===== src/rtl/ocp_pkg.sv =====
package ocp_pkg;

    localparam int unsigned DEF_RECYCLE_TICKS = 10;
    localparam int unsigned DEF_WINDOW_TICKS  = 100;
    localparam int unsigned DEF_TRIP_LIMIT    = 4;
    localparam int unsigned DEF_PERSIST_TICKS = 50;
    localparam int unsigned DEF_SYNC_STAGES   = 2;

    typedef enum logic [1:0] {
        PS_IDLE    = 2'd0,
        PS_TRIPPED = 2'd1,
        PS_LOCKED  = 2'd2
    } prot_state_t;

    typedef struct packed {
        logic trip;     // idle to latched move this cycle
        logic expire;   // recycle time ran out this cycle
        logic escalate; // escalation requested this cycle
    } prot_evt_t;

    function automatic logic gates_inhibited(prot_state_t st, logic fault_s);
        return fault_s || (st != PS_IDLE);
    endfunction

endpackage


===== src/rtl/ocp_sync.sv =====
module ocp_sync #(
    parameter int unsigned STAGES = 2
) (
    input  logic clk,
    input  logic rst,
    input  logic d_async,
    output logic q_sync
);
    logic [STAGES-1:0] chain_q;

    generate
        for (genvar i = 0; i < STAGES; i++) begin : g_stage
            if (i == 0) begin : g_first
                always_ff @(posedge clk) begin
                    if (rst) chain_q[0] <= 1'b0;
                    else     chain_q[0] <= d_async;
                end
            end else begin : g_next
                always_ff @(posedge clk) begin
                    if (rst) chain_q[i] <= 1'b0;
                    else     chain_q[i] <= chain_q[i-1];
                end
            end
        end
    endgenerate

    assign q_sync = chain_q[STAGES-1];
endmodule


===== src/rtl/ocp_recycle_timer.sv =====
module ocp_recycle_timer #(
    parameter int unsigned RECYCLE_TICKS = 10
) (
    input  logic clk,
    input  logic rst,
    input  logic run,
    input  logic tick,
    output logic expire
);
    localparam int unsigned CW = $clog2(RECYCLE_TICKS + 1);
    localparam logic [CW-1:0] LAST = CW'(RECYCLE_TICKS - 1);

    logic [CW-1:0] cnt_q;

    assign expire = run && tick && (cnt_q == LAST);

    always_ff @(posedge clk) begin
        if (rst || !run) begin
            cnt_q <= '0;
        end else if (tick) begin
            cnt_q <= expire ? '0 : cnt_q + 1'b1;
        end
    end
endmodule


===== src/rtl/ocp_escalation.sv =====
module ocp_escalation #(
    parameter int unsigned WINDOW_TICKS  = 100,
    parameter int unsigned TRIP_LIMIT    = 4,
    parameter int unsigned PERSIST_TICKS = 50
) (
    input  logic clk,
    input  logic rst,
    input  logic fault_s,
    input  logic tick,
    input  logic trip,
    output logic escalate
);
    localparam int unsigned WW = $clog2(WINDOW_TICKS + 1);
    localparam int unsigned TW = $clog2(TRIP_LIMIT + 1);
    localparam int unsigned PW = $clog2(PERSIST_TICKS + 1);
    localparam logic [WW-1:0] W_LAST = WW'(WINDOW_TICKS - 1);
    localparam logic [TW-1:0] T_LIM  = TW'(TRIP_LIMIT);
    localparam logic [PW-1:0] P_LAST = PW'(PERSIST_TICKS - 1);
    localparam logic [PW-1:0] P_FULL = PW'(PERSIST_TICKS);

    // trip-rate window
    logic          win_open_q;
    logic [WW-1:0] win_cnt_q;
    logic [TW-1:0] trip_cnt_q;
    logic          closing;
    logic          eff_open;
    logic [TW-1:0] trips_after;
    logic          esc_trips;

    assign closing     = win_open_q && tick && (win_cnt_q == W_LAST);
    assign eff_open    = win_open_q && !closing;
    assign trips_after = eff_open ? ((trip_cnt_q < T_LIM) ? trip_cnt_q + 1'b1 : trip_cnt_q)
                                  : TW'(1);
    assign esc_trips   = trip && (trips_after >= T_LIM);

    always_ff @(posedge clk) begin
        if (rst) begin
            win_open_q <= 1'b0;
            win_cnt_q  <= '0;
            trip_cnt_q <= '0;
        end else if (trip) begin
            win_open_q <= 1'b1;
            trip_cnt_q <= trips_after;
            if (eff_open) win_cnt_q <= tick ? win_cnt_q + 1'b1 : win_cnt_q;
            else          win_cnt_q <= '0;
        end else if (closing) begin
            win_open_q <= 1'b0;
            win_cnt_q  <= '0;
            trip_cnt_q <= '0;
        end else if (win_open_q && tick) begin
            win_cnt_q <= win_cnt_q + 1'b1;
        end
    end

    // persistence of the synchronized fault
    logic [PW-1:0] pers_cnt_q;
    logic          esc_persist;

    assign esc_persist = fault_s && ((tick && (pers_cnt_q == P_LAST)) || (pers_cnt_q == P_FULL));

    always_ff @(posedge clk) begin
        if (rst || !fault_s) begin
            pers_cnt_q <= '0;
        end else if (tick && (pers_cnt_q != P_FULL)) begin
            pers_cnt_q <= pers_cnt_q + 1'b1;
        end
    end

    assign escalate = esc_trips || esc_persist;
endmodule


===== src/rtl/ocp_latch_fsm.sv =====
module ocp_latch_fsm
    import ocp_pkg::*;
(
    input  logic        clk,
    input  logic        rst,
    input  logic        fault_s,
    input  logic        expire,
    input  logic        escalate,
    output logic        trip,
    output prot_state_t state
);
    prot_state_t state_q, state_d;
    prot_evt_t   evt;

    assign evt.trip     = (state_q == PS_IDLE) && fault_s;
    assign evt.expire   = expire;
    assign evt.escalate = escalate;

    always_comb begin
        state_d = state_q;
        unique case (state_q)
            PS_IDLE: begin
                if (evt.trip) state_d = evt.escalate ? PS_LOCKED : PS_TRIPPED;
            end
            PS_TRIPPED: begin
                if (evt.escalate)    state_d = PS_LOCKED;
                else if (evt.expire) state_d = fault_s ? PS_TRIPPED : PS_IDLE;
            end
            PS_LOCKED: state_d = PS_LOCKED;
            default:   state_d = PS_LOCKED;
        endcase
    end

    always_ff @(posedge clk) begin
        if (rst) state_q <= PS_IDLE;
        else     state_q <= state_d;
    end

    assign trip  = evt.trip;
    assign state = state_q;
endmodule


===== src/rtl/ocp_shutdown_ctrl.sv =====
module ocp_shutdown_ctrl
    import ocp_pkg::*;
#(
    parameter int unsigned SYNC_STAGES   = DEF_SYNC_STAGES,
    parameter int unsigned RECYCLE_TICKS = DEF_RECYCLE_TICKS,
    parameter int unsigned WINDOW_TICKS  = DEF_WINDOW_TICKS,
    parameter int unsigned TRIP_LIMIT    = DEF_TRIP_LIMIT,
    parameter int unsigned PERSIST_TICKS = DEF_PERSIST_TICKS
) (
    input  logic       clk,
    input  logic       rst,
    input  logic       fault_raw,
    input  logic       tick,
    output logic       upper_off,
    output logic       lower_off,
    output logic       supply_off,
    output logic [1:0] status
);
    logic        fault_s;
    logic        expire;
    logic        escalate;
    logic        trip;
    prot_state_t state;

    ocp_sync #(.STAGES(SYNC_STAGES)) u_sync (
        .clk     (clk),
        .rst     (rst),
        .d_async (fault_raw),
        .q_sync  (fault_s)
    );

    ocp_recycle_timer #(.RECYCLE_TICKS(RECYCLE_TICKS)) u_recycle (
        .clk    (clk),
        .rst    (rst),
        .run    (state == PS_TRIPPED),
        .tick   (tick),
        .expire (expire)
    );

    ocp_escalation #(
        .WINDOW_TICKS  (WINDOW_TICKS),
        .TRIP_LIMIT    (TRIP_LIMIT),
        .PERSIST_TICKS (PERSIST_TICKS)
    ) u_escalate (
        .clk      (clk),
        .rst      (rst),
        .fault_s  (fault_s),
        .tick     (tick),
        .trip     (trip),
        .escalate (escalate)
    );

    ocp_latch_fsm u_fsm (
        .clk      (clk),
        .rst      (rst),
        .fault_s  (fault_s),
        .expire   (expire),
        .escalate (escalate),
        .trip     (trip),
        .state    (state)
    );

    logic gate_inh;
    assign gate_inh   = gates_inhibited(state, fault_s);
    assign upper_off  = gate_inh;
    assign lower_off  = gate_inh;
    assign supply_off = (state == PS_LOCKED);
    assign status     = state;
endmodule


===== config.mk =====
export PLATFORM = sky130hd
export DESIGN_NAME = ocp_shutdown_ctrl
export DESIGN_NICKNAME = d
export VERILOG_FILES = /design/src/rtl/ocp_pkg.sv /design/src/rtl/ocp_sync.sv /design/src/rtl/ocp_recycle_timer.sv /design/src/rtl/ocp_escalation.sv /design/src/rtl/ocp_latch_fsm.sv /design/src/rtl/ocp_shutdown_ctrl.sv
export SDC_FILE = /design/constraint.sdc
export NUM_CORES = 1
export LEC_CHECK = 0
export BUFFER_PORTS_ARGS = -buffer_cell sky130_fd_sc_hd__buf_2
export CORE_MARGIN = 5
export CORE_UTILIZATION = 25
export CTS_CLUSTER_SIZE = 10
export DETAILED_ROUTE_END_ITERATION = 8
export REMOVE_ABC_BUFFERS = 1
export SLEW_MARGIN = 20
export SYNTH_ARGS = -nofsm -noshare
export SYNTH_HDL_FRONTEND = slang
export SYNTH_SLANG_ARGS = --single-unit

===== constraint.sdc =====
create_clock -name clk -period 2.25 [get_ports clk]
set_input_delay 0.1125 -clock clk [delete_from_list [all_inputs] [get_ports clk]]
set_output_delay 0.1125 -clock clk [all_outputs]
set_load 0.01 [all_outputs]

After elaboration in Yosys (flattened, before gate mapping)
Index checks and enable logic that the tools add are counted.
{"block": "op_classes", "add_sub_neg": 4, "n_lt_le_gt_ge": 2, "n_eq_ne": 10, "muxes": 18, "n_reduce_logical": 24}
{"op": "$mux W7", "count": 5}
{"op": "$eq A6 B6 Y1 const B", "count": 2}
{"op": "$mux W3", "count": 4}
{"op": "$logic_and A1 B1 Y1", "count": 10}
{"op": "$mux W2", "count": 4}
{"op": "$add A7 B1 Y7 const B", "count": 1}
{"op": "$eq A7 B7 Y1 const B", "count": 1}
{"op": "$add A6 B1 Y6 const B", "count": 1}
{"op": "$ne A3 B3 Y1 const B", "count": 2}
{"op": "$ne A6 B6 Y1 const B", "count": 1}
{"op": "$logic_or A1 B1 Y1", "count": 5}
{"op": "$add A4 B1 Y4 const B", "count": 1}
{"op": "$eq A4 B4 Y1 const B", "count": 1}
{"op": "$mux W4", "count": 1}
{"op": "$pmux W2 S2", "count": 1}
{"op": "$reduce_and A2 Y1", "count": 2}
{"op": "$reduce_bool A2 Y1", "count": 2}
{"op": "$add A3 B1 Y3 const B", "count": 1}
{"op": "$ge A3 B3 Y1 const B", "count": 1}
{"op": "$logic_not A1 Y1", "count": 3}
{"op": "$lt A3 B3 Y1 const B", "count": 1}
{"op": "$mux W1", "count": 3}
{"op": "$reduce_bool A3 Y1", "count": 1}
{"op": "$eq A2 B1 Y1 const B", "count": 1}
{"op": "other kinds (3)", "count": 3}
{"block": "word_totals", "ff_bits": 25, "in_bits": 4, "output_inout_bits": 5, "word_cells": 66}

Longest topological paths before layout
{"block": "logic_depth", "depth_word": 11, "ltp_mapped": 6, "ltp_nobuf": 6}

Modules after synthesis
A second synthesis with hierarchy kept.
{"block": "hier_totals", "hier_cells": 137, "hier_area_um2": 1256.2}
{"module": "ocp_escalation", "n_inst": 1, "cells_per_inst": 98, "area_per_inst_um2": 884.6, "seq_area_each_um2": 340.3}
{"module": "ocp_recycle_timer", "n_inst": 1, "cells_per_inst": 22, "area_per_inst_um2": 205.2, "seq_area_each_um2": 80.1}
{"module": "ocp_latch_fsm", "n_inst": 1, "cells_per_inst": 9, "area_per_inst_um2": 85.1, "seq_area_each_um2": 40.0}
{"module": "ocp_sync", "n_inst": 1, "cells_per_inst": 4, "area_per_inst_um2": 52.6, "seq_area_each_um2": 40.0}
{"module": "ocp_shutdown_ctrl", "n_inst": 1, "cells_per_inst": 4, "area_per_inst_um2": 28.8, "seq_area_each_um2": 0.0}

Least setup slack after synthesis
No wires, ideal clock.
{"block": "synth_timing", "path_type": "reg2reg", "from": "reg u_escalate.win_cnt_q[2]", "to": "reg u_escalate.trip_cnt_q[0]", "arrival_time_ns": 1.283, "path_slack_ns": 0.863, "stages_incl_launch_ff": 5, "n_path_buf": 0, "period_less_slack_ns": 1.387, "path_cell_list": "dfxtp_1 -> nor4b_4 -> a41o_1 -> o21ai_2 -> a2111oi_2"}
{"block": "synth_via", "elab_chain_len": 6, "elab_cells_between_ends": 7, "classes_between": "eq/ne (1); mux (2); reduce/logical (4)"}
{"item": "start: declaration", "line_no": "ocp_escalation.sv:23", "source": "logic [WW-1:0] win_cnt_q;"}
{"item": "start signal: assignment", "line_no": "ocp_escalation.sv:44", "source": "if (eff_open) win_cnt_q <= tick ? win_cnt_q + 1'b1 : win_cnt_q;"}
{"item": "start signal: assignment", "line_no": "ocp_escalation.sv:51", "source": "win_cnt_q <= win_cnt_q + 1'b1;"}
{"item": "$eq A7 B7 Y1 (*)", "line_no": "ocp_escalation.sv:30", "source": "assign closing = win_open_q && tick && (win_cnt_q == W_LAST);"}
{"item": "$logic_and A1 B1 Y1 (*)", "line_no": "ocp_escalation.sv:30"}
{"item": "$logic_not A1 Y1", "line_no": "ocp_escalation.sv:31", "source": "assign eff_open = win_open_q && !closing;"}
{"item": "$logic_and A1 B1 Y1", "line_no": "ocp_escalation.sv:31"}
{"item": "$mux W3", "line_no": "ocp_escalation.sv:32", "source": "assign trips_after = eff_open ? ((trip_cnt_q < T_LIM) ? trip_cnt_q + 1'b1 : trip_cnt_q)"}
{"item": "$mux W3", "line_no": "ocp_escalation.sv:41", "source": "end else if (trip) begin"}
{"item": "end signal: assignment", "line_no": "ocp_escalation.sv:43", "source": "trip_cnt_q <= trips_after;"}
{"item": "end: declaration", "line_no": "ocp_escalation.sv:24", "source": "logic [TW-1:0] trip_cnt_q;"}
Mark *: on every way between the ends. The rest lies on a longest branch, timed or not.
A chain may end at the register's enable or synchronous reset.

Final worst setup path
{"block": "layout_timing", "from": "reg u_escalate.win_open_q", "to": "reg u_escalate.trip_cnt_q[0]"}
{"block": "layout_via", "elab_chain_len": 6, "elab_cells_between_ends": 7, "classes_between": "mux (2); reduce/logical (5)"}
{"item": "start: declaration", "line_no": "ocp_escalation.sv:22", "source": "logic win_open_q;"}
{"item": "start signal: assignment", "line_no": "ocp_escalation.sv:38", "source": "win_open_q <= 1'b0;"}
{"item": "start signal: assignment", "line_no": "ocp_escalation.sv:42", "source": "win_open_q <= 1'b1;"}
{"item": "start signal: assignment", "line_no": "ocp_escalation.sv:47", "source": "win_open_q <= 1'b0;"}
{"item": "$logic_and A1 B1 Y1 (2 in series)", "line_no": "ocp_escalation.sv:30"}
{"item": "$logic_not A1 Y1", "line_no": "ocp_escalation.sv:31"}
{"item": "$logic_and A1 B1 Y1", "line_no": "ocp_escalation.sv:31"}
{"item": "$mux W3", "line_no": "ocp_escalation.sv:32"}
{"item": "$mux W3", "line_no": "ocp_escalation.sv:41"}
Several ways; a longest one is shown, not always the timed one.

==> results_tabular.tex <==
\begin{tabular}{lr}
\hline
Metric & Value \\
\hline
\multicolumn{2}{l}{\textbf{Timing}} \\
FMAX & 657 MHz \\
Slew at the pin closest to its max-slew limit & 610 ps \\
Unrepaired setup endpoints after global routing & no \\
Setup skew after layout & 3.14 ps \\
Total count of hold-check failures in the final report & 0 \\
Final setup violation count & 0 \\
Worst slack on hold paths & 48.7 ps \\
Final clock period utilization by the worst path & 67.6\% \\
Post-layout min period & 1520 ps \\
Max-slew violation count & 0 \\
Worst max-slew margin expressed relative to the limit & 59.2\% \\
Setup tns final & 0 ps \\
\multicolumn{2}{l}{\textbf{Final layout}} \\
Total inserted antenna cells & 0 \\
Final-stage net count & 154 \\
Area delta synth->final & 11.9\% \\
Share of the core filled with cells & 29.2\% \\
Fill cell instance count of the final layout & 516 \\
Area of combinational cells with multiple inputs & 707 um\^{}2 \\
Final non-filler cell total & 209 \\
Reg area & 500 um\^{}2 \\
Fraction of layout cells with a size suffix above 1 & 14.8\% \\
\multicolumn{2}{l}{\textbf{Worst setup path}} \\
Nature of the critical path startpoint & flop \\
Classification of the worst setup path & flop to flop \\
Required arrival time at the worst endpoint & 2420 ps \\
Biggest fanout along the worst timing path & 7 \\
Data arrival at the endpoint of the critical path & 1690 ps \\
Type of element capturing the critical path & flop \\
\multicolumn{2}{l}{\textbf{Place}} \\
Placer Congestion & 0.757 \\
Placed cells & 205 \\
Count of input and output buffers & 8 \\
Final HPWL DP & 1.68 mm \\
\multicolumn{2}{l}{\textbf{Routing}} \\
Routed vias & 910 \\
Detailed-route DRC error count & 0 \\
Average wire per standard cell & 10.6 um \\
Post-DRT Antenna Nets & 0 \\
DR vias/cell & 4.35 \\
Detailed-router iteration count before antenna repair & 4 \\
Wire length after detailed routing & 2.21 mm \\
Initial DRC Count & 11 \\
\multicolumn{2}{l}{\textbf{Floorplan}} \\
Die area & 6550 um\^{}2 \\
Chip width & 80.9 um \\
Number of I/O pins & 9 \\
Starting density of the core & 26.1\% \\
Count of standard-cell rows & 25 \\
Core Region & 4820 um\^{}2 \\
Die outline height & 80.9 um \\
\multicolumn{2}{l}{\textbf{Synth}} \\
Synth unique cells & 35 \\
Synthesis Warnings & 0 \\
Sequential share of the synthesized area & 39.8\% \\
Count of state elements after synthesis & 25 \\
Post-Synthesis Cells & 133 \\
Post-Syn Area per Cell & 9.45 um\^{}2 \\
Syn Std Cell Area & 1260 um\^{}2 \\
\multicolumn{2}{l}{\textbf{Clock network}} \\
\# H-tree levels & 1 \\
CTS tree & yes \\
Clk root buf & sky130\_fd\_sc\_hd\_\_clkbuf\_8 \\
\# clock sinks & 25 \\
Clock transition time at the flip-flop clock pins of the worst setup and hold paths & 90 ps \\
Number of resized instances in the post-cts repair step & 0 \\
Buffers inserted by post-CTS timing repair & 0 \\
Clock latency reported for the late side of the worst-skew pair & 270 ps \\
Clock buffer depth & 2 \\
Number of clock buffers inserted by TritonCTS & 3 \\
CTS Hold Bufs & 0 \\
\multicolumn{2}{l}{\textbf{GRT}} \\
Vias in the first global route & 836 \\
Maximum number of pins on one net before global-route repair & 15 \\
Initial antenna violation count & 0 \\
Global-route wire length before repair & 3.73 mm \\
Routing layer with the top usage in global route & met2 \\
Grt met1 use & 9.65\% \\
Met2 usage & 11.4\% \\
Total routing usage reported by global routing & 7.44\% \\
Grt total ovfl & 0 \\
Met3 track demand over resource & 2.00\% \\
\multicolumn{2}{l}{\textbf{Power}} \\
Clock group share of total power & 34.4\% \\
Peak supply drop & 0.223 mV \\
Switching part of the total power & 23.6\% \\
Share of power burned in combinational logic & 6.5\% \\
Internal Pwr Total & 593 uW \\
Leakage power summed over all cells & 0.000531 uW \\
Pwr per Cell Area & 552 nW/um\^{}2 \\
Part of the total power dissipated in sequential elements & 59.1\% \\
Power dissipated by switching net loads & 184 uW \\
\multicolumn{2}{l}{\textbf{Run status}} \\
Run status & finished clean \\
\multicolumn{2}{l}{\textbf{Run}} \\
Max\_cap viols & 0 \\
\multicolumn{2}{l}{\textbf{Hold path}} \\
Class of the tightest hold or removal check & input pin to flop \\
\hline
\end{tabular}
## kinds of logic after synthesis
logic type / count (synthesis) / synth area share, %
fa+ha+maj: 7 / 6.96
flops: 25 / 39.8
simple gates: 52 / 26.5
compound gates: 26 / 14.4
buf+inv: 11 / 3.98
xor+xnor: 12 / 8.36
## routing by layer
metal  up-vias  part of all wire, %
met2         7                   44
li1        490                    -
met5         -                    0
met1       409                   52
met4         0                  1.0
met3         4                  2.7
## worst paths after layout
check / from / to / slack (ps) / cells past startpoint
worst min-delay path: fault_raw / u_sync.chain_q[0]$_SDFF_PP0_ / 50 / 2
worst max register to register: u_escalate.win_open_q$_SDFFE_PP0P_ / u_escalate.trip_cnt_q[0]$_SDFFE_PP0P_ / 730 / 4
worst min register to register: u_sync.chain_q[0]$_SDFF_PP0_ / u_sync.q_sync$_SDFF_PP0_ / 440 / 1
worst max-delay path: u_escalate.win_open_q$_SDFFE_PP0P_ / u_escalate.trip_cnt_q[0]$_SDFFE_PP0P_ / 730 / 4
## worst max-delay path, cell delays in order (launching register included)
cell and delay, ps:
sky130_fd_sc_hd__dfxtp_1 460, sky130_fd_sc_hd__and2_1 290, sky130_fd_sc_hd__nand4_2 180, sky130_fd_sc_hd__and3_1 210, sky130_fd_sc_hd__a2111oi_2 270
## layout by cell type (no fill, tap or decap), drive strengths merged, types with 2 or more instances in the layout
cell / Yosys / final
clkbuf: 0 / 3
xnor2: 3 / 3
nor4bb: 2 / 2
o211ai: 3 / 3
and4: 2 / 2
nand4: 5 / 5
ha: 7 / 7
nand2: 8 / 8
o2111ai: 2 / 2
buf: 3 / 8
and3: 3 / 3
dfxtp: 25 / 25
a21oi: 9 / 9
nor4b: 2 / 2
inv: 8 / 8
nor2: 17 / 17
o21ai: 4 / 4
xor2: 9 / 9
nand3b: 2 / 2
a211oi: 2 / 2
nor2b: 5 / 5
## synth_stat cells
master	instances	area, um^2
sky130_fd_sc_hd__o2111ai_1	2	17.5
sky130_fd_sc_hd__nor2b_1	5	31.3
sky130_fd_sc_hd__o22ai_1	1	6.26
sky130_fd_sc_hd__o211ai_1	3	22.5
sky130_fd_sc_hd__or2_2	1	6.26
sky130_fd_sc_hd__nor3b_4	1	18.8
sky130_fd_sc_hd__a21oi_1	9	45.0
sky130_fd_sc_hd__a211oi_1	2	15.0
sky130_fd_sc_hd__xnor2_1	3	26.3
sky130_fd_sc_hd__and2_1	1	6.26
sky130_fd_sc_hd__nand3_1	1	5.00
sky130_fd_sc_hd__o21ai_2	1	8.76
sky130_fd_sc_hd__nor4b_4	2	47.6
sky130_fd_sc_hd__nand2_1	8	30.0
sky130_fd_sc_hd__a2111oi_2	1	15.0
sky130_fd_sc_hd__and3_1	3	18.8
sky130_fd_sc_hd__and4_2	2	20.0
sky130_fd_sc_hd__ha_1	7	87.6
sky130_fd_sc_hd__o21ai_0	3	15.0
sky130_fd_sc_hd__buf_4	2	15.0
sky130_fd_sc_hd__or3_1	1	6.26
sky130_fd_sc_hd__a311oi_1	1	8.76
sky130_fd_sc_hd__nor2_1	17	63.8
sky130_fd_sc_hd__nand3b_1	2	15.0
sky130_fd_sc_hd__a22oi_1	1	7.51
sky130_fd_sc_hd__nor4bb_1	2	20.0
sky130_fd_sc_hd__o211a_1	1	10.0
sky130_fd_sc_hd__nand2b_1	1	6.26
sky130_fd_sc_hd__buf_2	1	5.00
sky130_fd_sc_hd__xor2_1	9	78.8
sky130_fd_sc_hd__inv_1	8	30.0
sky130_fd_sc_hd__nand4_2	1	12.5
sky130_fd_sc_hd__nand4_1	4	25.0
sky130_fd_sc_hd__dfxtp_1	25	500
sky130_fd_sc_hd__a41o_1	1	10.0
## state kept, by name (all words and copies together), names as in the netlist
register,flops
u_escalate.pers_cnt_q,6
u_escalate.trip_cnt_q,3
u_escalate.win_cnt_q,7
u_escalate.win_open_q,1
u_fsm.state,2
u_recycle.cnt_q,4
u_sync.chain_q,1
u_sync.q_sync,1
## through the flow
step           power, uW  instance area (um^2)  worst slack, ps
2_1_floorplan        501                  1240              863
3_3_place_gp         520                  1360              745
3_5_place_dp         521                  1360              733
4_1_cts              793                  1410              705
5_1_grt              818                  1410              551
6_report             777                  1410              728
## power by group through the flow
stage	combinational, uW	clock (uW)	sequential (uW)
3_5_place_dp	50.9	0	470
6_report	50.4	267	460
2_1_floorplan	32.8	0	468
4_1_cts	51.1	282	460
3_3_place_gp	50.6	0	470
5_1_grt	56.7	300	461
## area by class of cell
| cell class | count | area share [%] |
|---|---|---|
| clock buffer | 3 | 2.93 |
| clock inverter | 1 | 0.356 |
| inverter | 8 | 2.13 |
| multi-input combinational | 97 | 50.2 |
| sequential | 25 | 35.6 |
| tap | 67 | 5.96 |
| timing repair buffer | 8 | 2.84 |
No activity file was read; power rests on OpenSTA's default activity.
